File: src/rtl/wprot_csr_pkg.sv
`timescale 1ns/1ps
package wprot_csr_pkg;

    localparam int DATA_W = 8;
    localparam int KIND_W = 3;
    localparam int KIND_SPACE = 1 << KIND_W;

    // write kinds presented on the permission port
    localparam int KIND_MEM     = 0;
    localparam int KIND_POT_VOL = 1;
    localparam int KIND_POT_NV  = 2;
    localparam int KIND_CSR_VOL = 3;
    localparam int KIND_CSR_NV  = 4;

    localparam logic [DATA_W-1:0] CMD_ARM_WR  = 8'h02;
    localparam logic [DATA_W-1:0] CMD_ARM_CSR = 8'h06;

    typedef enum logic [1:0] {
        SEQ_IDLE = 2'd0,
        SEQ_WEN  = 2'd1,
        SEQ_RWEN = 2'd2
    } seq_state_e;

    typedef struct packed {
        logic       wel;
        logic       rwel;
        logic [1:0] lock;
    } csr_state_t;

    // byte that may commit the lock field: 000 xx 010
    function automatic logic is_commit_byte(input logic [DATA_W-1:0] d);
        return (d[7:5] == 3'b000) && (d[2:0] == 3'b010);
    endfunction

    // locked-region test on the two top address bits
    function automatic logic lock_hit(input logic [1:0] lock, input logic [1:0] top2);
        logic hit;
        unique case (lock)
            2'b00:   hit = 1'b0;
            2'b01:   hit = (top2 == 2'b11);
            2'b10:   hit = top2[1];
            default: hit = 1'b1;
        endcase
        return hit;
    endfunction

    function automatic logic [DATA_W-1:0] csr_image(input csr_state_t st);
        return {3'b000, st.lock[1], st.lock[0], st.rwel, st.wel, 1'b0};
    endfunction

endpackage

File: src/rtl/wprot_csr_seq.sv
`timescale 1ns/1ps
module wprot_csr_seq
    import wprot_csr_pkg::*;
#(
    parameter logic [1:0] LOCK_INIT = 2'b00
) (
    input  logic              clk,
    input  logic              rst,
    input  logic              wr_en,
    input  logic [DATA_W-1:0] wr_data,
    input  logic              wp_pin,
    output csr_state_t        st
);

    seq_state_e phase_q, phase_d;
    logic [1:0] lock_q, lock_d;

    always_comb begin
        phase_d = phase_q;
        lock_d  = lock_q;
        if (wr_en) begin
            unique case (phase_q)
                SEQ_IDLE: begin
                    if (wr_data == CMD_ARM_WR) phase_d = SEQ_WEN;
                end
                SEQ_WEN: begin
                    if (wr_data == CMD_ARM_WR)       phase_d = SEQ_WEN;
                    else if (wr_data == CMD_ARM_CSR) phase_d = SEQ_RWEN;
                    else                             phase_d = SEQ_IDLE;
                end
                SEQ_RWEN: begin
                    if (is_commit_byte(wr_data)) begin
                        phase_d = SEQ_WEN;
                        if (!wp_pin) lock_d = wr_data[4:3];
                    end else begin
                        phase_d = SEQ_IDLE;
                    end
                end
                default: phase_d = SEQ_IDLE;
            endcase
        end
    end

    always_ff @(posedge clk) begin
        if (rst) begin
            phase_q <= SEQ_IDLE;
            lock_q  <= LOCK_INIT;
        end else begin
            phase_q <= phase_d;
            lock_q  <= lock_d;
        end
    end

    assign st.wel  = (phase_q != SEQ_IDLE);
    assign st.rwel = (phase_q == SEQ_RWEN);
    assign st.lock = lock_q;

endmodule

File: src/rtl/wprot_csr_perm.sv
`timescale 1ns/1ps
module wprot_csr_perm
    import wprot_csr_pkg::*;
#(
    parameter int ADDR_W = 11
) (
    input  logic              clk,
    input  logic              rst,
    input  csr_state_t        st,
    input  logic              wp_pin,
    input  logic              req_valid,
    input  logic [KIND_W-1:0] req_kind,
    input  logic [ADDR_W-1:0] req_addr,
    input  logic              req_seq_ok,
    output logic              perm_valid,
    output logic              perm_grant
);

    localparam int TOP_LSB = ADDR_W - 2;

    logic [1:0]            top2;
    logic                  in_lock;
    logic [KIND_SPACE-1:0] grant_vec;

    assign top2    = req_addr[ADDR_W-1:TOP_LSB];
    assign in_lock = lock_hit(st.lock, top2);

    for (genvar k = 0; k < KIND_SPACE; k++) begin : g_kind
        if (k == KIND_MEM) begin : g_mem
            assign grant_vec[k] = st.wel & ~wp_pin & req_seq_ok & ~in_lock;
        end else if (k == KIND_POT_VOL) begin : g_pot_vol
            assign grant_vec[k] = st.wel;
        end else if (k == KIND_POT_NV) begin : g_pot_nv
            assign grant_vec[k] = st.wel & ~wp_pin & req_seq_ok & (st.lock == 2'b00);
        end else if (k == KIND_CSR_VOL) begin : g_csr_vol
            assign grant_vec[k] = st.wel & st.rwel;
        end else if (k == KIND_CSR_NV) begin : g_csr_nv
            assign grant_vec[k] = st.wel & st.rwel & ~wp_pin & req_seq_ok;
        end else begin : g_none
            assign grant_vec[k] = 1'b0;
        end
    end

    always_ff @(posedge clk) begin
        if (rst) begin
            perm_valid <= 1'b0;
            perm_grant <= 1'b0;
        end else begin
            perm_valid <= req_valid;
            perm_grant <= req_valid & grant_vec[req_kind];
        end
    end

endmodule

File: src/rtl/wprot_csr_rdport.sv
`timescale 1ns/1ps
module wprot_csr_rdport
    import wprot_csr_pkg::*;
(
    input  logic              clk,
    input  logic              rst,
    input  logic              rd_en,
    input  csr_state_t        st,
    output logic              rd_valid,
    output logic [DATA_W-1:0] rd_data
);

    always_ff @(posedge clk) begin
        if (rst) begin
            rd_valid <= 1'b0;
            rd_data  <= '0;
        end else begin
            rd_valid <= rd_en;
            rd_data  <= rd_en ? csr_image(st) : '0;
        end
    end

endmodule

File: src/rtl/wprot_csr.sv
`timescale 1ns/1ps
module wprot_csr
    import wprot_csr_pkg::*;
#(
    parameter int         ADDR_W    = 11,
    parameter logic [1:0] LOCK_INIT = 2'b00
) (
    input  logic              clk,
    input  logic              rst,
    input  logic              csr_wr_en,
    input  logic [7:0]        csr_wr_data,
    input  logic              csr_rd_en,
    output logic              csr_rd_valid,
    output logic [7:0]        csr_rd_data,
    input  logic              wp_pin,
    input  logic              req_valid,
    input  logic [2:0]        req_kind,
    input  logic [ADDR_W-1:0] req_addr,
    input  logic              req_seq_ok,
    output logic              perm_valid,
    output logic              perm_grant
);

    csr_state_t csr_st;

    wprot_csr_seq #(
        .LOCK_INIT (LOCK_INIT)
    ) u_seq (
        .clk     (clk),
        .rst     (rst),
        .wr_en   (csr_wr_en),
        .wr_data (csr_wr_data),
        .wp_pin  (wp_pin),
        .st      (csr_st)
    );

    wprot_csr_perm #(
        .ADDR_W (ADDR_W)
    ) u_perm (
        .clk        (clk),
        .rst        (rst),
        .st         (csr_st),
        .wp_pin     (wp_pin),
        .req_valid  (req_valid),
        .req_kind   (req_kind),
        .req_addr   (req_addr),
        .req_seq_ok (req_seq_ok),
        .perm_valid (perm_valid),
        .perm_grant (perm_grant)
    );

    wprot_csr_rdport u_rd (
        .clk      (clk),
        .rst      (rst),
        .rd_en    (csr_rd_en),
        .st       (csr_st),
        .rd_valid (csr_rd_valid),
        .rd_data  (csr_rd_data)
    );

endmodule

File: config.mk
export PLATFORM = sky130hd
export DESIGN_NAME = wprot_csr
export DESIGN_NICKNAME = d
export VERILOG_FILES = /design/src/rtl/wprot_csr_pkg.sv /design/src/rtl/wprot_csr_seq.sv /design/src/rtl/wprot_csr_perm.sv /design/src/rtl/wprot_csr_rdport.sv /design/src/rtl/wprot_csr.sv
export SDC_FILE = /design/constraint.sdc
export NUM_CORES = 1
export LEC_CHECK = 0
export ABC_AREA = 1
export ABC_CLOCK_PERIOD_IN_PS = 1300
export BUFFER_PORTS_ARGS = -buffer_cell sky130_fd_sc_hd__buf_2
export CORE_MARGIN = 3
export CORE_UTILIZATION = 41
export DETAILED_ROUTE_END_ITERATION = 16
export MAX_ROUTING_LAYER = met4
export PLACE_DENSITY = 0.77
export SLEW_MARGIN = 25
export SYNTH_ARGS = -nofsm -noshare
export SYNTH_HDL_FRONTEND = slang
export SYNTH_HIERARCHICAL = 1
export SYNTH_SLANG_ARGS = --single-unit
File: constraint.sdc
create_clock -name clk -period 1.3 [get_ports clk]
set_input_delay 0.065 -clock clk [delete_from_list [all_inputs] [get_ports clk]]
set_output_delay 0.065 -clock clk [all_outputs]
set_load 0.03 [all_outputs]
==> reports/summary.txt <==
N_diodes -> 0
CTS sink count -> 11
Dpl hpwl -> 963.5 um
Clk root buf -> clkbuf_4
Sum Neg Setup Slack -> 0 ns
Crit path largest cell delay -> 0.38 ns
Max IR drop VDD -> 0.0004396 V
Achievable Freq -> 0.8861 GHz
CP startpoint -> u_seq/phase_q[1]$_SDFFE_PP0P_
RSZ-0062 raised after global routing -> false
WL final -> 1132 um
Post-DP Area -> 768.2 um^2
Die height -> 45.45 um
Clock skew -> 0.0006988 ns
Status -> complete, no violations
Required time worst endpoint -> 1.49 ns
Die Width -> 45.45 um
PD cells -> 836.6 nW/um^2
CP arrival -> 1.32 ns
CTS tree -> yes
Slew Limit Fails -> 0
Initial core utilization -> 46.15%
Nets -> 154
Endpoint type of the worst setup path -> flip-flop
R2R Path Start -> u_seq/phase_q[1]$_SDFFE_PP0P_
Total GRT Usage -> 11.95%
Initial DRC count -> 8
Synthesized cell area -> 638.1 um^2
FF-to-FF setup slack -> 0.17 ns
Largest net degree at the start of global routing -> 7
Core ar. -> 1383 um^2
Detailed Routing Iterations Pass 1 -> 5
Routed via count -> 588
Worst-path clk slew -> 0.06 ns
Final Hold Violating Endpoints -> 0
Worst hold path class -> in2reg
DRC viols -> 0
Crit path max fanout -> 4
Most frequent cells in the layout -> buf_2 (26), inv_1 (19), nand2_1 (16)
Post_cts resized -> 0
Fin util -> 57.47%
Row count -> 13
Post-synthesis instance total -> 95
Leak -> 0.0004169 uW
Reg-to-Reg End -> u_perm/perm_grant$_SDFF_PP0_
GRT Residual Overflow -> 0
# setup viols final -> 0
Inserted Clock Buffers -> 3
Routed Antenna Nets -> 0
Share of the clock period used by the worst path -> 86.81%
Distinct cells, synth -> 20
Number of global-route vias before repair -> 461
Worst-skew pair later-pin latency -> 0.25 ns
Ys Warns -> 6
Max clock buf depth -> 2
Max Cap Violations -> 0
Vias per cell -> 4.230
Die area -> 2066 um^2
CP Launch Type -> flip-flop
Crit-path cells -> nor2_1 -> inv_1 -> inv_1 -> nor2_2 -> nand2_1 -> nor2_2 -> nand2_1 -> a21oi_2
Most common cell after layout, fill and taps aside -> buf_2
Slowest-stage cell, CP -> dfxtp_1
Port buffer count -> 26
Hold_buf cts -> 0
Wire per inst -> 8.144 um
Area delta synth->final -> 24.51%
Syn Area/Cell -> 6.717 um^2
H-tree depth -> 1
Share of cells above drive strength 1 -> 37.90%
Crit path capture -> u_perm/perm_grant$_SDFF_PP0_
Worst Reg-to-Reg Cells -> 8
Post-synthesis sequential area ratio -> 34.51%
Synth Register Bits -> 11
Ports -> 40
Post-layout min period -> 1.129 ns
Critical path class -> reg2reg
Final instance area -> 794.5 um^2
Initial antenna violation count -> 0
Global-route wire length before repair -> 1780 um
RD Place Congestion -> 0.8445
Post-CTS Setup Bufs -> 0
==> cells by family after synthesis <==
logic type	synth area share, %
other	0.5877
buffers and inverters	18.82
AND/OR/NAND/NOR	38.23
AO/OA/AOI/OAI	7.842
flip-flops	34.51
==> critical path, delay by kind of cell, from the launching register on <==
family	cells	cell delay, ns
AO/OA/AOI/OAI	1	0.10
buffers and inverters	2	0.20
flip-flops	1	0.38
AND/OR/NAND/NOR	5	0.39
==> synthesized netlist by cell type (all sizes together) <==
cell | n | area, um^2
buf | 4 | 30.03
o21ai | 1 | 5.000
nand2 | 21 | 91.34
nor3 | 1 | 5.000
nor2 | 20 | 108.9
conb | 1 | 3.750
nand4 | 1 | 6.260
a21oi | 4 | 23.77
a31oi | 1 | 6.260
dfxtp | 11 | 220.2
nand3 | 4 | 32.53
a211oi | 2 | 15.01
inv | 24 | 90.09
==> where the power goes <==
group / total, uW / switching [uW] / leakage [uW] / internal [uW]
Combinational: 106 / 69.7 / 0.000313 / 36.8
Clock: 217 / 98.2 / 0.0000150 / 118
Sequential: 342 / 0.712 / 0.0000892 / 341
Total: 665 / 169 / 0.000417 / 496
==> registers in the layout, indices dropped and copies added, names as in the netlist <==
signal / count
u_rd/rd_valid: 1
u_rd/rd_data: 4
u_seq/phase_q: 2
u_seq/lock_q: 2
u_perm/perm_grant: 1
u_perm/perm_valid: 1
==> worst min-delay path by stage <==
| stage | startpoint | end | slack [ns] | depth (start not counted) |
|---|---|---|---|---|
| after floorplan | rst | u_seq/phase_q[0]$_SDFFE_PP0P_ | 0.13 | 1 |
| after global placement | req_valid | u_perm/perm_valid$_SDFF_PP0_ | 0.29 | 3 |
| after detailed placement | req_valid | u_perm/perm_valid$_SDFF_PP0_ | 0.29 | 3 |
| after CTS | req_valid | u_perm/perm_valid$_SDFF_PP0_ | 0.02 | 3 |
| after global routing | req_valid | u_perm/perm_valid$_SDFF_PP0_ | 0.02 | 3 |
| final | req_valid | u_perm/perm_valid$_SDFF_PP0_ | 0.02 | 3 |
==> area by class of cell <==
| class | count | area (um^2) |
|---|---|---|
| clock buffer | 4 | 26.28 |
| fill | 125 | 588.1 |
| inverter | 24 | 90.09 |
| tap | 15 | 18.77 |
| multi-input combinational | 59 | 309.0 |
| timing repair buffer | 26 | 130.1 |
| sequential | 11 | 220.2 |
==> per-stage QoR <==
stage	setup WS, ns	power (uW)	hold slack (ns)	std cells
finish	0.1714	664.7	0.02432	139
global route	0.05930	702.7	0.02039	139
CTS	0.1744	673.7	0.01774	139
detailed placement	0.1929	456.3	0.2925	135
global placement	0.1989	455.0	0.2922	135
floorplan	0.3172	421.4	0.1341	98
==> routing by layer <==
metal	vias to the layer above	GRT usage, %	wire length, um
met4	0	5.263	2
met2	20	20.61	563
met1	237	13.04	503
met3	2	2.372	63
li1	329	-	-
met5	-	-	0
Power figures use the tool's default switching activity.
